<file path="src/rtl/gpio_ec_pkg.sv">
package gpio_ec_pkg;

  localparam int ADDR_W = 5;

  localparam logic [ADDR_W-1:0] OFF_DIR = 5'h00;
  localparam logic [ADDR_W-1:0] OFF_ODR = 5'h04;
  localparam logic [ADDR_W-1:0] OFF_DAT = 5'h08;
  localparam logic [ADDR_W-1:0] OFF_EVT = 5'h0C;
  localparam logic [ADDR_W-1:0] OFF_MSK = 5'h10;
  localparam logic [ADDR_W-1:0] OFF_EDG = 5'h14;
  localparam logic [ADDR_W-1:0] OFF_IBE = 5'h1C;

  typedef enum logic [2:0] {
    RS_DIR, RS_ODR, RS_DAT, RS_EVT, RS_MSK, RS_EDG, RS_IBE, RS_NONE
  } regsel_e;

  function automatic regsel_e decode_addr(input logic [ADDR_W-1:0] a);
    case (a)
      OFF_DIR: return RS_DIR;
      OFF_ODR: return RS_ODR;
      OFF_DAT: return RS_DAT;
      OFF_EVT: return RS_EVT;
      OFF_MSK: return RS_MSK;
      OFF_EDG: return RS_EDG;
      OFF_IBE: return RS_IBE;
      default: return RS_NONE;
    endcase
  endfunction

endpackage

</file>
<file path="src/rtl/gpio_ec_regs.sv">
module gpio_ec_regs
  import gpio_ec_pkg::*;
#(
  parameter int NLINES = 32
) (
  input  logic              clk,
  input  logic              rst_n,
  input  logic              wr_en,
  input  regsel_e           wr_sel,
  input  logic [NLINES-1:0] wdata,
  output logic [NLINES-1:0] dir_q,
  output logic [NLINES-1:0] odr_q,
  output logic [NLINES-1:0] dat_q,
  output logic [NLINES-1:0] msk_q,
  output logic [NLINES-1:0] edg_q,
  output logic [NLINES-1:0] ibe_q
);

  logic [NLINES-1:0] dir_d, odr_d, dat_d, msk_d, edg_d, ibe_d;

  always_comb begin
    dir_d = dir_q;
    odr_d = odr_q;
    dat_d = dat_q;
    msk_d = msk_q;
    edg_d = edg_q;
    ibe_d = ibe_q;
    if (wr_en) begin
      case (wr_sel)
        RS_DIR:  dir_d = wdata;
        RS_ODR:  odr_d = wdata;
        RS_DAT:  dat_d = wdata;
        RS_MSK:  msk_d = wdata;
        RS_EDG:  edg_d = wdata;
        RS_IBE:  ibe_d = wdata;
        default: ;
      endcase
    end
  end

  always_ff @(posedge clk or negedge rst_n) begin
    if (!rst_n) begin
      dir_q <= '0;
      odr_q <= '0;
      dat_q <= '0;
      msk_q <= '0;
      edg_q <= '0;
      ibe_q <= '1;
    end else begin
      dir_q <= dir_d;
      odr_q <= odr_d;
      dat_q <= dat_d;
      msk_q <= msk_d;
      edg_q <= edg_d;
      ibe_q <= ibe_d;
    end
  end

  // an accepted data write shows up in the stored value one edge later
  a_r3_dat_write: assert property (@(posedge clk) disable iff (!rst_n)
    (wr_en && wr_sel == RS_DAT) |=> (dat_q == $past(wdata)));

  // a write to the open-drain register leaves direction untouched
  a_r11_odr_isolated: assert property (@(posedge clk) disable iff (!rst_n)
    (wr_en && wr_sel == RS_ODR) |=> (dir_q == $past(dir_q)));

endmodule

</file>
<file path="src/rtl/gpio_ec_capture.sv">
module gpio_ec_capture #(
  parameter int NLINES      = 32,
  parameter int SYNC_STAGES = 2
) (
  input  logic              clk,
  input  logic              rst_n,
  input  logic [NLINES-1:0] din,
  output logic [NLINES-1:0] sync_o,
  output logic [NLINES-1:0] rise_o,
  output logic [NLINES-1:0] fall_o
);

  localparam int LAST = SYNC_STAGES - 1;

  logic [NLINES-1:0] stg_q [SYNC_STAGES];
  logic [NLINES-1:0] stg_d [SYNC_STAGES];
  logic [NLINES-1:0] prev_q;

  always_comb begin
    stg_d[0] = din;
    for (int i = 1; i < SYNC_STAGES; i++) stg_d[i] = stg_q[i-1];
  end

  always_ff @(posedge clk or negedge rst_n) begin
    if (!rst_n) begin
      for (int i = 0; i < SYNC_STAGES; i++) stg_q[i] <= '0;
      prev_q <= '0;
    end else begin
      for (int i = 0; i < SYNC_STAGES; i++) stg_q[i] <= stg_d[i];
      prev_q <= stg_q[LAST];
    end
  end

  assign sync_o = stg_q[LAST];
  assign rise_o = stg_q[LAST] & ~prev_q;
  assign fall_o = ~stg_q[LAST] & prev_q;

  // a rise reported now means the synchronized level was low a cycle ago
  a_r7_rise_from_low: assert property (@(posedge clk) disable iff (!rst_n)
    (rise_o != '0) |-> ((rise_o & $past(sync_o)) == '0));

  // a fall reported now means the synchronized level was high a cycle ago
  a_r7_fall_from_high: assert property (@(posedge clk) disable iff (!rst_n)
    (fall_o != '0) |-> ((fall_o & ~$past(sync_o)) == '0));

endmodule

</file>
<file path="src/rtl/gpio_ec_events.sv">
module gpio_ec_events #(
  parameter int NLINES = 32
) (
  input  logic              clk,
  input  logic              rst_n,
  input  logic [NLINES-1:0] rise,
  input  logic [NLINES-1:0] fall,
  input  logic [NLINES-1:0] edg_sel,
  input  logic [NLINES-1:0] clr,
  input  logic [NLINES-1:0] msk,
  output logic [NLINES-1:0] evt_q,
  output logic              irq_q
);

  logic [NLINES-1:0] qual;
  logic [NLINES-1:0] evt_d;
  logic              irq_d;

  always_comb begin
    qual  = fall | (rise & ~edg_sel);
    evt_d = (evt_q & ~clr) | qual;
    irq_d = |(evt_q & msk);
  end

  always_ff @(posedge clk or negedge rst_n) begin
    if (!rst_n) begin
      evt_q <= '0;
      irq_q <= 1'b0;
    end else begin
      evt_q <= evt_d;
      irq_q <= irq_d;
    end
  end

  // a qualifying edge always leaves its bit set, even against a clear
  a_r10_set_wins: assert property (@(posedge clk) disable iff (!rst_n)
    (qual != '0) |=> ((evt_q & $past(qual)) == $past(qual)));

  // a cleared bit with no edge that cycle goes to zero
  a_r8_clear_works: assert property (@(posedge clk) disable iff (!rst_n)
    ((clr & ~qual) != '0) |=> ((evt_q & $past(clr & ~qual)) == '0));

  // no pending bit appears without a qualifying edge
  a_r8_no_spurious: assert property (@(posedge clk) disable iff (!rst_n)
    ((evt_q & ~$past(evt_q) & ~$past(qual)) == '0));

  // interrupt level follows pending AND mask one cycle later
  a_r9_irq_high: assert property (@(posedge clk) disable iff (!rst_n)
    (|(evt_q & msk)) |=> irq_q);
  a_r9_irq_low: assert property (@(posedge clk) disable iff (!rst_n)
    !(|(evt_q & msk)) |=> !irq_q);

endmodule

</file>
<file path="src/rtl/gpio_edge_ctrl.sv">
module gpio_edge_ctrl
  import gpio_ec_pkg::*;
#(
  parameter int NLINES      = 32,
  parameter int SYNC_STAGES = 2
) (
  input  logic              clk,
  input  logic              rst_n,
  input  logic              bus_sel,
  input  logic              bus_we,
  input  logic [ADDR_W-1:0] bus_addr,
  input  logic [NLINES-1:0] bus_wdata,
  output logic [NLINES-1:0] bus_rdata,
  input  logic [NLINES-1:0] pad_in,
  output logic [NLINES-1:0] pad_out,
  output logic [NLINES-1:0] pad_oe,
  output logic              irq
);

  localparam int MSB = NLINES - 1;

  // reset: asserted asynchronously, released on the clock
  logic rst_s1_q, rst_s2_q;
  always_ff @(posedge clk or negedge rst_n) begin
    if (!rst_n) begin
      rst_s1_q <= 1'b0;
      rst_s2_q <= 1'b0;
    end else begin
      rst_s1_q <= 1'b1;
      rst_s2_q <= rst_s1_q;
    end
  end
  logic rst_i_n;
  assign rst_i_n = rst_s2_q;

  regsel_e sel;
  logic    wr_fire;
  assign sel     = decode_addr(bus_addr);
  assign wr_fire = bus_sel & bus_we;

  logic [NLINES-1:0] dir_q, odr_q, dat_q, msk_q, edg_q, ibe_q;
  logic [NLINES-1:0] pin_bits, sync_bits, rise_bits, fall_bits;
  logic [NLINES-1:0] evt_q, clr_bits, dat_rd;

  // line n <-> register bit MSB-n
  for (genvar n = 0; n < NLINES; n++) begin : g_map
    assign pin_bits[MSB-n] = pad_in[n];
    assign pad_oe[n]       = dir_q[MSB-n];
    assign pad_out[n]      = dat_q[MSB-n];
  end

  gpio_ec_regs #(.NLINES(NLINES)) u_regs (
    .clk   (clk),
    .rst_n (rst_i_n),
    .wr_en (wr_fire),
    .wr_sel(sel),
    .wdata (bus_wdata),
    .dir_q (dir_q),
    .odr_q (odr_q),
    .dat_q (dat_q),
    .msk_q (msk_q),
    .edg_q (edg_q),
    .ibe_q (ibe_q)
  );

  gpio_ec_capture #(.NLINES(NLINES), .SYNC_STAGES(SYNC_STAGES)) u_cap (
    .clk   (clk),
    .rst_n (rst_i_n),
    .din   (pin_bits),
    .sync_o(sync_bits),
    .rise_o(rise_bits),
    .fall_o(fall_bits)
  );

  assign clr_bits = (wr_fire && sel == RS_EVT) ? bus_wdata : '0;

  gpio_ec_events #(.NLINES(NLINES)) u_evt (
    .clk    (clk),
    .rst_n  (rst_i_n),
    .rise   (rise_bits),
    .fall   (fall_bits),
    .edg_sel(edg_q),
    .clr    (clr_bits),
    .msk    (msk_q),
    .evt_q  (evt_q),
    .irq_q  (irq)
  );

  assign dat_rd = (sync_bits & ~dir_q & ibe_q) | (dat_q & dir_q);

  always_comb begin
    bus_rdata = '0;
    if (bus_sel) begin
      case (sel)
        RS_DIR:  bus_rdata = dir_q;
        RS_ODR:  bus_rdata = odr_q;
        RS_DAT:  bus_rdata = dat_rd;
        RS_EVT:  bus_rdata = evt_q;
        RS_MSK:  bus_rdata = msk_q;
        RS_EDG:  bus_rdata = edg_q;
        RS_IBE:  bus_rdata = ibe_q;
        default: bus_rdata = '0;
      endcase
    end
  end

  // an output line's read-back bit tracks the stored data bit
  a_r5_out_readback: assert property (@(posedge clk) disable iff (!rst_i_n)
    (bus_sel && !bus_we && sel == RS_DAT) |-> ((bus_rdata & dir_q) == (dat_q & dir_q)));

  // a disabled input buffer reads zero on input lines
  a_r4_ibe_gate: assert property (@(posedge clk) disable iff (!rst_i_n)
    (bus_sel && !bus_we && sel == RS_DAT) |-> ((bus_rdata & ~dir_q & ~ibe_q) == '0));

endmodule

</file>
<file path="config.mk">
export PLATFORM = sky130hd
export DESIGN_NAME = gpio_edge_ctrl
export DESIGN_NICKNAME = d
export VERILOG_FILES = /design/src/rtl/gpio_ec_pkg.sv /design/src/rtl/gpio_ec_regs.sv /design/src/rtl/gpio_ec_capture.sv /design/src/rtl/gpio_ec_events.sv /design/src/rtl/gpio_edge_ctrl.sv
export SDC_FILE = /design/constraint.sdc
export NUM_CORES = 1
export LEC_CHECK = 0
export BUFFER_PORTS_ARGS = -buffer_cell sky130_fd_sc_hd__buf_2
export CORE_MARGIN = 2
export CORE_UTILIZATION = 58
export CTS_CLUSTER_SIZE = 10
export DETAILED_ROUTE_END_ITERATION = 10
export PLACE_DENSITY = 0.84
export SLEW_MARGIN = 20
export SYNTH_ARGS = -nofsm -noshare
export SYNTH_HDL_FRONTEND = slang
export SYNTH_SLANG_ARGS = --single-unit
</file>
<file path="constraint.sdc">
create_clock -name clk -period 13.6 [get_ports clk]
set_clock_uncertainty 0.1 [all_clocks]
set_input_delay 2.04 -clock clk [delete_from_list [all_inputs] [get_ports clk]]
set_output_delay 2.04 -clock clk [all_outputs]
set_load 0.02 [all_outputs]
</file>
==> Word-level counts from Yosys, hierarchy flattened <==
Index checks and enable logic that the tools add are counted.
{ "word_totals": {"out_inout_bits": 97, "inputBits": 73, "wordCells": 56, "regBits": 323} }
{ "op_classes": {"n_bitwise": 17, "n_eq_ne": 12, "mux": 4, "n_reduce_logical": 10} }
{ "ops": {"columns": ["operator", "count"], "rows": [
  ["bitwise AND 32 bit", 8],
  ["case mux 32 bit (7 select lines)", 1],
  ["inverter 32 bit", 5],
  ["OR 32 bit", 3],
  ["2-to-1 mux 32 bit", 2],
  ["OR reduction 32 bit", 1],
  ["case mux 3 bit (7 select lines)", 1],
  ["== test 5 bit, second input constant", 3],
  ["AND reduction 2 bit", 6],
  ["== test 5 x 4 -> 1 bit, second input constant", 2],
  ["== test 3 bit, second input constant", 3],
  ["== test 3 x 2 -> 1 bit, second input constant", 2],
  ["== test 5 x 3 -> 1 bit, second input constant", 1],
  ["logical NOT 5 bit", 1],
  ["== test 3 x 1 -> 1 bit, second input constant", 1],
  ["logical NOT 3 bit", 1],
  ["bitwise AND 1 bit", 1],
  ["logical AND 1 bit", 1]
]} }

==> Logic depth before layout (Yosys ltp) <==
Gate-level depths: netlist (run 1).
{ "logic_depth": {"depth_word": 8, "mapped_depth": 6, "depth_no_buf": 3} }

==> Hierarchy <==
A second synthesis (run 1) with hierarchy kept.
{ "hier_totals": {"hier_cells": 1138, "hier_area_um2": 14610.3} }
{ "modules_own_cells": {"columns": ["module", "cells_each", "area_per_inst_um2", "seq_area_each_um2", "n_inst"], "rows": [
  ["gpio_ec_regs", 412, 7400.8, 4844.6, 1],
  ["gpio_ec_capture", 160, 2962.8, 2402.3, 1],
  ["gpio_edge_ctrl", 384, 2692.6, 50.0, 1],
  ["gpio_ec_events", 182, 1554.0, 825.8, 1]
]} }

==> Least setup slack after synthesis (run 1) <==
OpenSTA, ideal clock, no wires.
{ "synth_timing": {"kind": "input-to-output", "from": "input bus_addr[1]", "to": "output bus_rdata[11]", "n_path_buf": 3, "setup_slack_ns": 7.936, "required_time_ns": 11.460, "t_arrival_ns": 3.524, "path_stages": 6, "path_cell_list": "clkbuf_2 nor4b_1 buf_2 buf_1 nand2_1 a41oi_1"} }
{ "synth_between": {"elab_chain_cells": 5, "word_cells_on_any_way": 17, "classes_between": "eq/ne: 12; mux: 3; reduce/logical: 2"} }
{ "synth_rtl": {"columns": ["item", "line_no", "text"], "rows": [
  ["from (decl)", "gpio_edge_ctrl.sv:11", "input logic [ADDR_W-1:0] bus_addr,"],
  ["== test 5 bit (tied with other cells)", "gpio_ec_pkg.sv:18", "case (a)"],
  ["case mux 3 bit (7 select lines) (*)", "gpio_ec_pkg.sv:18", null],
  ["== test 3 bit (tied with other cells)", "gpio_edge_ctrl.sv:94", "case (sel)"],
  ["case mux 32 bit (7 select lines) (*)", "gpio_edge_ctrl.sv:94", null],
  ["2-to-1 mux 32 bit (*)", "gpio_edge_ctrl.sv:93", "if (bus_sel) begin"],
  ["to (decl)", "gpio_edge_ctrl.sv:13", "output logic [NLINES-1:0] bus_rdata,"]
]} }
Every way passes the cells marked *; elsewhere a longest branch is shown, timed or not.

==> Worst setup path in the final report (run 1) <==
{ "layout_timing": {"from": "input bus_addr[3]", "to": "output bus_rdata[0]"} }
The elaborated chain is that of the path after synthesis.

==> impl_results.rst, run 1 <==
.. list-table::
   :header-rows: 1

   * - Metric
     - Value
   * - CTS H-tree depth
     - 2
   * - Cell Chain, Critical Path
     - buf_4 -> nor4b_4 -> buf_4 -> o211ai_1 -> a41oi_1 -> buf_2
   * - Per-cell routed wire length
     - 22.5 µm
   * - RSZ-0062 raised after global routing
     - false
   * - Largest fanout on the critical path
     - 36
   * - Number of buffers created by CTS
     - 38
   * - Clock sink count
     - 323
   * - Area of the mapped netlist
     - 14400 µm²
   * - Final Max Tran Viols
     - 0
   * - Clock tree buffer depth
     - 3
   * - Remaining design rule violation count
     - 0
   * - Most frequent CP cell
     - buf_4
   * - Root buffer cell
     - clkbuf_16
   * - Initial DRC Count
     - 829
   * - Total of buffers placed on input and output ports
     - 169
   * - Via-to-Cell Ratio
     - 6.36
   * - Top Ports
     - 170
   * - Total leakage power
     - 7.46 nW
   * - FF-to-FF End
     - u_cap.stg_d[29]
   * - Clock insertion delay at the later pin of the skew report
     - 520 ps
   * - Endpoints failing hold
     - 0
   * - Ys async rst share
     - 100%
   * - Worst flop-to-flop path startpoint
     - rst_i_n
   * - Summed negative setup slack over all endpoints
     - 0 ps
   * - First-pass GRT wire length
     - 57.9 mm
   * - Finished Cell Area
     - 16600 µm²
   * - Register-to-register setup slack
     - 11160 ps
   * - Placed Instance Area
     - 15500 µm²
   * - Pwr/cell area
     - 140 nW/µm²
   * - Part of the Yosys area used for sequential elements
     - 56.5%
   * - Vias in the first global route
     - 10400
   * - Number of gates resized after CTS
     - 0
   * - Headroom to the max-slew limit
     - 20.7%
   * - Prevailing post-synth register cell
     - dfrtp_1
   * - Number of different library cells in the post-synthesis netlist
     - 36
   * - Average instance area after synthesis
     - 12.9 µm²
   * - Layout cell share with drive strength beyond 1
     - 39.6%
   * - Area growth from synthesis to final layout
     - 15.5%
   * - Die Footprint
     - 26100 µm²
   * - Number of register bits inferred by synthesis
     - 323
   * - Total power
     - 2.33 mW
   * - Achievable frequency
     - 147 MHz
   * - Count of antenna-violating nets left after detailed routing
     - 0
   * - Worst Path Buf+Inv
     - 3
   * - Gate Count Post-Synth
     - 1114
   * - Final setup violation count
     - 0
   * - Startpoint types
     - primary input
   * - Arrival time worst endpoint
     - 4650 ps
   * - Clock transition at path regs
     - 60 ps
   * - Detailed-routing iteration count for the pre-antenna-repair pass
     - 5
   * - Cts hold-fix bufs
     - 0
   * - Initial core utilization
     - 59.1%
   * - Critical path capture point type
     - output port
   * - Part of the cycle the worst path needs
     - 49.9%
   * - Data required time of the critical path
     - 11460 ps
   * - RD Place Congestion
     - 0.861
   * - Vias
     - 10300
   * - Pin count of the biggest net entering global routing
     - 98
   * - Max_cap viols
     - 0
   * - Final Net Count
     - 1344
   * - Delay of the slowest cell on the worst path
     - 1040 ps
   * - Slowest library cell on the worst path
     - nor4b_4
   * - Filler Cells Inserted
     - 1706
   * - Final standard cell utilization of the core
     - 68.2%
   * - Post-CTS Setup Bufs
     - 0
   * - Minimum clock period after layout
     - 6790 ps
   * - TritonCTS clock tree
     - done
   * - Worst-margin pin slew
     - 1180 ps
   * - Most common library cell in the layout ignoring fill and taps
     - dfrtp_1
   * - Startpoint-to-endpoint class of the critical path
     - primary input to output port
   * - Hold crit path type
     - flip-flop to asynchronous set/reset pin
   * - Worst IR Drop VDD
     - 99.1 µV
   * - Overall Global Routing Usage
     - 28.2%
   * - Top Family by Delay on Critical Path
     - buffers and inverters
   * - Register area
     - 8130 µm²
   * - Initial antenna violation count
     - 0
   * - Number of warnings issued by yosys
     - 0
   * - Net count after synthesis
     - 1187
   * - GRT overflow
     - 0
   * - Most used cells in the layout excluding fill and tap cells
     - 290 x dfrtp_1, 238 x mux2_2, 168 x buf_2
   * - Antenna diodes
     - 0
   * - Total wire length after detailed routing
     - 36.5 mm
   * - Die Span Y
     - 161 µm
   * - Floorplan core area
     - 24300 µm²
   * - Cell Rows
     - 57
   * - Worst-case reg-to-reg path depth
     - 2
   * - Chip Width
     - 161 µm
   * - Area of the multi-input gates
     - 5930 µm²
   * - Number of enable flip-flop cells after synthesis
     - 0
   * - Dpl ws
     - 6840 ps
   * - Detailed Place HPWL
     - 22.9 mm
   * - Status
     - complete, no violations
   * - Final worst-path setup slack
     - 6810 ps
## cells in the mapped netlist (2+ instances only)
cell	instances	area share, %
dfrtp_1	291	51
mux2_2	238	19
and3_1	47	2.0
nor3b_1	46	2.4
o21ai_0	46	1.6
clkbuf_1	39	1.0
nor2_1	34	0.89
and2_1	33	1.4
nand2_1	33	0.86
nand3_1	33	1.1
a221o_1	32	2.2
and3b_1	32	2.0
dfstp_2	32	5.9
nor2b_1	32	1.4
o211ai_1	32	1.7
a22oi_1	25	1.3
a41oi_1	23	1.4
buf_2	19	0.66
a31oi_1	9	0.39
buf_4	6	0.31
buf_1	5	0.13
nand4_1	5	0.22
mux2_1	4	0.31
buf_6	3	0.24
nor3b_2	3	0.26
nor3b_4	2	0.26
## logic make-up (layout without fill, tap and decap cells)
| group | count (synthesis) | count (layout) | synth area share (%) |
|---|---|---|---|
| other | 1 | 1 | 0.0261 |
| DFF | 323 | 323 | 56.5 |
| buffers and inverters | 74 | 259 | 2.42 |
| AOI/OAI and AO/OA | 167 | 167 | 8.60 |
| muxes | 242 | 242 | 19.0 |
| and+or+nand+nor | 307 | 307 | 13.5 |
## sequential cells by signal, indices dropped and copies added, names as in the netlist
name and flops:
u_cap.sync_o 32, u_evt.evt_q 32, u_regs.edg_q 32, u_cap.prev_q 32, rst_s1_q 1, rst_i_n 1
u_regs.ibe_q 32, u_cap.stg_d 32, u_evt.irq_q 1, u_regs.odr_q 32, u_regs.msk_q 32, u_regs.dat_q 32
u_regs.dir_q 32
## area by class of cell
type,instances,area share (%)
clock buffer,65,6.47
inverter,1,0.0226
sequential,323,49.0
clock inverter,3,0.241
tap,324,2.44
timing repair buffer,190,6.13
multi-input combinational,717,35.7
## worst register-to-register path: stages, from the launching register on
cell	delay, ps
dfrtp_4	750
buf_4	640
buf_4	870
## power by group
group | switching, mW | internal (mW) | total (mW)
clock | 0.379 | 0.537 | 0.916
sequential | 0.0764 | 1.06 | 1.14
combinational | 0.143 | 0.130 | 0.273
total | 0.599 | 1.73 | 2.33
## metal layers
layer | wire length [µm] | vias to the layer above | track usage, % | part of all wire, %
met5 | 0 | - | 0 | 0
met4 | 1050 | 0 | 10.8 | 2.9
met3 | 2890 | 81 | 5.57 | 7.9
met2 | 17000 | 502 | 44.2 | 47
met1 | 15500 | 5289 | 39.3 | 42
li1 | - | 4444 | - | -
## per-stage QoR
stage / hold WS (ps) / std cells
final: 205 / 1623
after global routing: 252 / 1623
after CTS: 228 / 1622
after detailed placement: 222 / 1554
after global placement: 220 / 1554
after floorplan: 231 / 1114
## worst max-delay path by stage
stage / from / endpoint / slack (ps) / cells after the start
after floorplan: rst_i_n / u_cap.prev_q[0] / 3890 / 0
after CTS: bus_addr[3] / bus_rdata[15] / 6890 / 6
final: bus_addr[3] / bus_rdata[0] / 6810 / 6
after detailed placement: bus_addr[3] / bus_rdata[15] / 6840 / 6
after global routing: bus_addr[3] / bus_rdata[15] / 6710 / 6
after global placement: bus_addr[3] / bus_rdata[15] / 6980 / 6
Power figures use the tool's default switching activity.
==> inputs of run 2 (changes only) <==
==> constraint.sdc (replaced) <==
create_clock -name clk -period 6.7 [get_ports clk]
set_clock_uncertainty 0.1 [all_clocks]
set_input_delay 1.005 -clock clk [delete_from_list [all_inputs] [get_ports clk]]
set_output_delay 1.005 -clock clk [all_outputs]
set_load 0.02 [all_outputs]
==> impl_results.rst, run 2 (synthesis results as in run 1) <==
.. list-table::
   :header-rows: 1

   * - Metric
     - Value
   * - Vias
     - 10300 (about the same)
   * - Floorplan core area
     - 24300 µm² (unchanged)
   * - Remaining design rule violation count
     - 0 (unchanged)
   * - Placed Instance Area
     - 15500 µm² (about the same)
   * - Startpoint-to-endpoint class of the critical path
     - primary input to output port (unchanged)
   * - Root buffer cell
     - clkbuf_16 (unchanged)
   * - Data required time of the critical path
     - 5590 ps (was 11460 ps)
   * - Pin count of the biggest net entering global routing
     - 174 (was 98)
   * - Total of buffers placed on input and output ports
     - 169 (unchanged)
   * - Total leakage power
     - 7.45 nW (was 7.46 nW)
   * - Largest fanout on the critical path
     - 71 (was 36)
   * - Arrival time worst endpoint
     - 3580 ps (was 4650 ps)
   * - RSZ-0062 raised after global routing
     - false (unchanged)
   * - CTS H-tree depth
     - 2 (unchanged)
   * - TritonCTS clock tree
     - done (unchanged)
   * - Final worst-path setup slack
     - 2010 ps (was 6810 ps)
   * - Detailed-routing iteration count for the pre-antenna-repair pass
     - 5 (unchanged)
   * - Pwr/cell area
     - 285 nW/µm² (was 140 nW/µm²)
   * - Total wire length after detailed routing
     - 38.0 mm (was 36.5 mm)
   * - Post-Layout Cell Count
     - 1619 (was 1623)
   * - Filler Cells Inserted
     - 1731 (was 1706)
   * - Post-Place Cells
     - 1554 (unchanged)
   * - Top Ports
     - 170 (unchanged)
   * - Critical path capture point type
     - output port (unchanged)
   * - Final Net Count
     - 1343 (was 1344)
   * - Headroom to the max-slew limit
     - 25.2% (was 20.7%)
   * - Detailed Place HPWL
     - 24.2 mm (was 22.9 mm)
   * - Initial antenna violation count
     - 0 (unchanged)
   * - Minimum hold slack
     - 168 ps (was 205 ps)
   * - Achievable frequency
     - 213 MHz
   * - Max_cap viols
     - 0 (unchanged)
   * - Clock tree buffer depth
     - 3 (unchanged)
   * - Chip Width
     - 161 µm (unchanged)
   * - Dpl ws
     - 2150 ps (was 6840 ps)
   * - Startpoint types
     - primary input (unchanged)
   * - Minimum clock period after layout
     - 4690 ps
   * - Hold crit path type
     - primary input to asynchronous set/reset pin (was flip-flop to asynchronous set/reset pin)
   * - Per-cell routed wire length
     - 23.5 µm (was 22.5 µm)
   * - Count of antenna-violating nets left after detailed routing
     - 0 (unchanged)
   * - Number of gates resized after CTS
     - 0 (unchanged)
   * - Cell Rows
     - 57 (unchanged)
   * - Most common library cell in the layout ignoring fill and taps
     - dfrtp_1 (unchanged)
   * - Post-CTS Setup Bufs
     - 0 (unchanged)
   * - Total power
     - 4.72 mW (was 2.33 mW)
   * - Initial core utilization
     - 59.1% (unchanged)
   * - Final standard cell utilization of the core
     - 68.1% (was 68.2%)
   * - Antenna diodes
     - 0 (unchanged)
   * - Clock transition at path regs
     - 50 ps (was 60 ps)
   * - Finished Cell Area
     - 16600 µm² (about the same)
   * - Worst-margin pin slew
     - 1120 ps (was 1180 ps)
   * - Overall Global Routing Usage
     - 29.5% (was 28.2%)
   * - Area growth from synthesis to final layout
     - 15.3% (was 15.5%)
   * - Status
     - complete, no violations (unchanged)
   * - Die Footprint
     - 26100 µm² (unchanged)
   * - Number of buffers created by CTS
     - 38 (unchanged)
   * - Die Span Y
     - 161 µm (unchanged)
   * - Worst IR Drop VDD
     - 196 µV (was 99.1 µV)
   * - Endpoints failing hold
     - 0 (unchanged)
   * - Cts hold-fix bufs
     - 0 (unchanged)
   * - Via-to-Cell Ratio
     - 6.38 (was 6.36)
   * - First-pass GRT wire length
     - 59.9 mm (was 57.9 mm)
   * - Part of the cycle the worst path needs
     - 70.0%
   * - RD Place Congestion
     - 0.910 (was 0.861)
   * - Initial DRC Count
     - 982 (was 829)
   * - Final setup violation count
     - 0 (unchanged)
   * - Most used cells in the layout excluding fill and tap cells
     - 290 x dfrtp_1, 238 x mux2_2, 168 x buf_2 (unchanged)
   * - Final Max Tran Viols
     - 0 (unchanged)
   * - GRT overflow
     - 0 (unchanged)
   * - Clock insertion delay at the later pin of the skew report
     - 510 ps (was 520 ps)
   * - Summed negative setup slack over all endpoints
     - 0 ps (unchanged)
   * - Layout cell share with drive strength beyond 1
     - 39.5% (was 39.6%)
   * - Vias in the first global route
     - 10500 (was 10400)
   * - Clock sink count
     - 323 (unchanged)
[run 2: changes by cell type in the layout (fill, tap and decap cells not counted)]
cell | previous run | this run
buf_4 | 20 | 19
clkbuf_8 | 0 | 1
clkbuf_1 | 26 | 24
buf_12 | 0 | 1
clkinv_8 | 2 | 0
buf_6 | 1 | 0
inv_6 | 0 | 1
clkinvlp_4 | 1 | 0
[run 2: worst paths after layout]
kind                                 from  slack [ps]          endpoint  cells past startpoint
setup / recovery              bus_addr[2]        2010     bus_rdata[15]                      6
hold / removal                      rst_n         170          rst_s1_q                      1
setup reg to reg                  rst_i_n        4990  u_cap.sync_o[29]                      1
hold reg to reg                   rst_i_n         200   u_cap.stg_d[17]                      0
max in group asynchronous         rst_i_n        4990  u_cap.sync_o[29]                      1
min in group clk           u_cap.stg_d[7]         240   u_cap.sync_o[7]                      0
[run 2: power breakdown]
part | switching (mW) | leakage [nW] | internal, mW
logic | 0.297 | 3.04 | 0.264
clock network | 0.756 | 0.521 | 1.09
registers | 0.158 | 3.89 | 2.16
total | 1.21 | 7.45 | 3.51
[run 2: per-layer routing]
| layer | GRT usage, % | wire length [µm] | up-vias |
|---|---|---|---|
| li1 | - | - | 4434 |
| met1 | 42.6 | 16300 | 5309 |
| met2 | 44.0 | 17300 | 492 |
| met3 | 5.50 | 2930 | 102 |
| met4 | 12.5 | 1550 | 0 |
| met5 | 0 | 0 | - |
[run 2: area by class of cell]
cell class / count / area, µm² / share of cell area (%)
multi-input combinational: 717 / 5930 / 35.8
clock buffer: 64 / 1080 / 6.52
sequential: 323 / 8130 / 49.0
inverter: 1 / 3.75 / 0.0227
timing repair buffer: 189 / 1020 / 6.15
tap: 324 / 405 / 2.45
clock inverter: 1 / 8.76 / 0.0529
[run 2: worst max-delay path, stage by stage]
cell      delay, ps
buf_2           470
buf_4           660
and4bb_2        630
a22oi_1         160
a31oi_1         350
buf_2           230
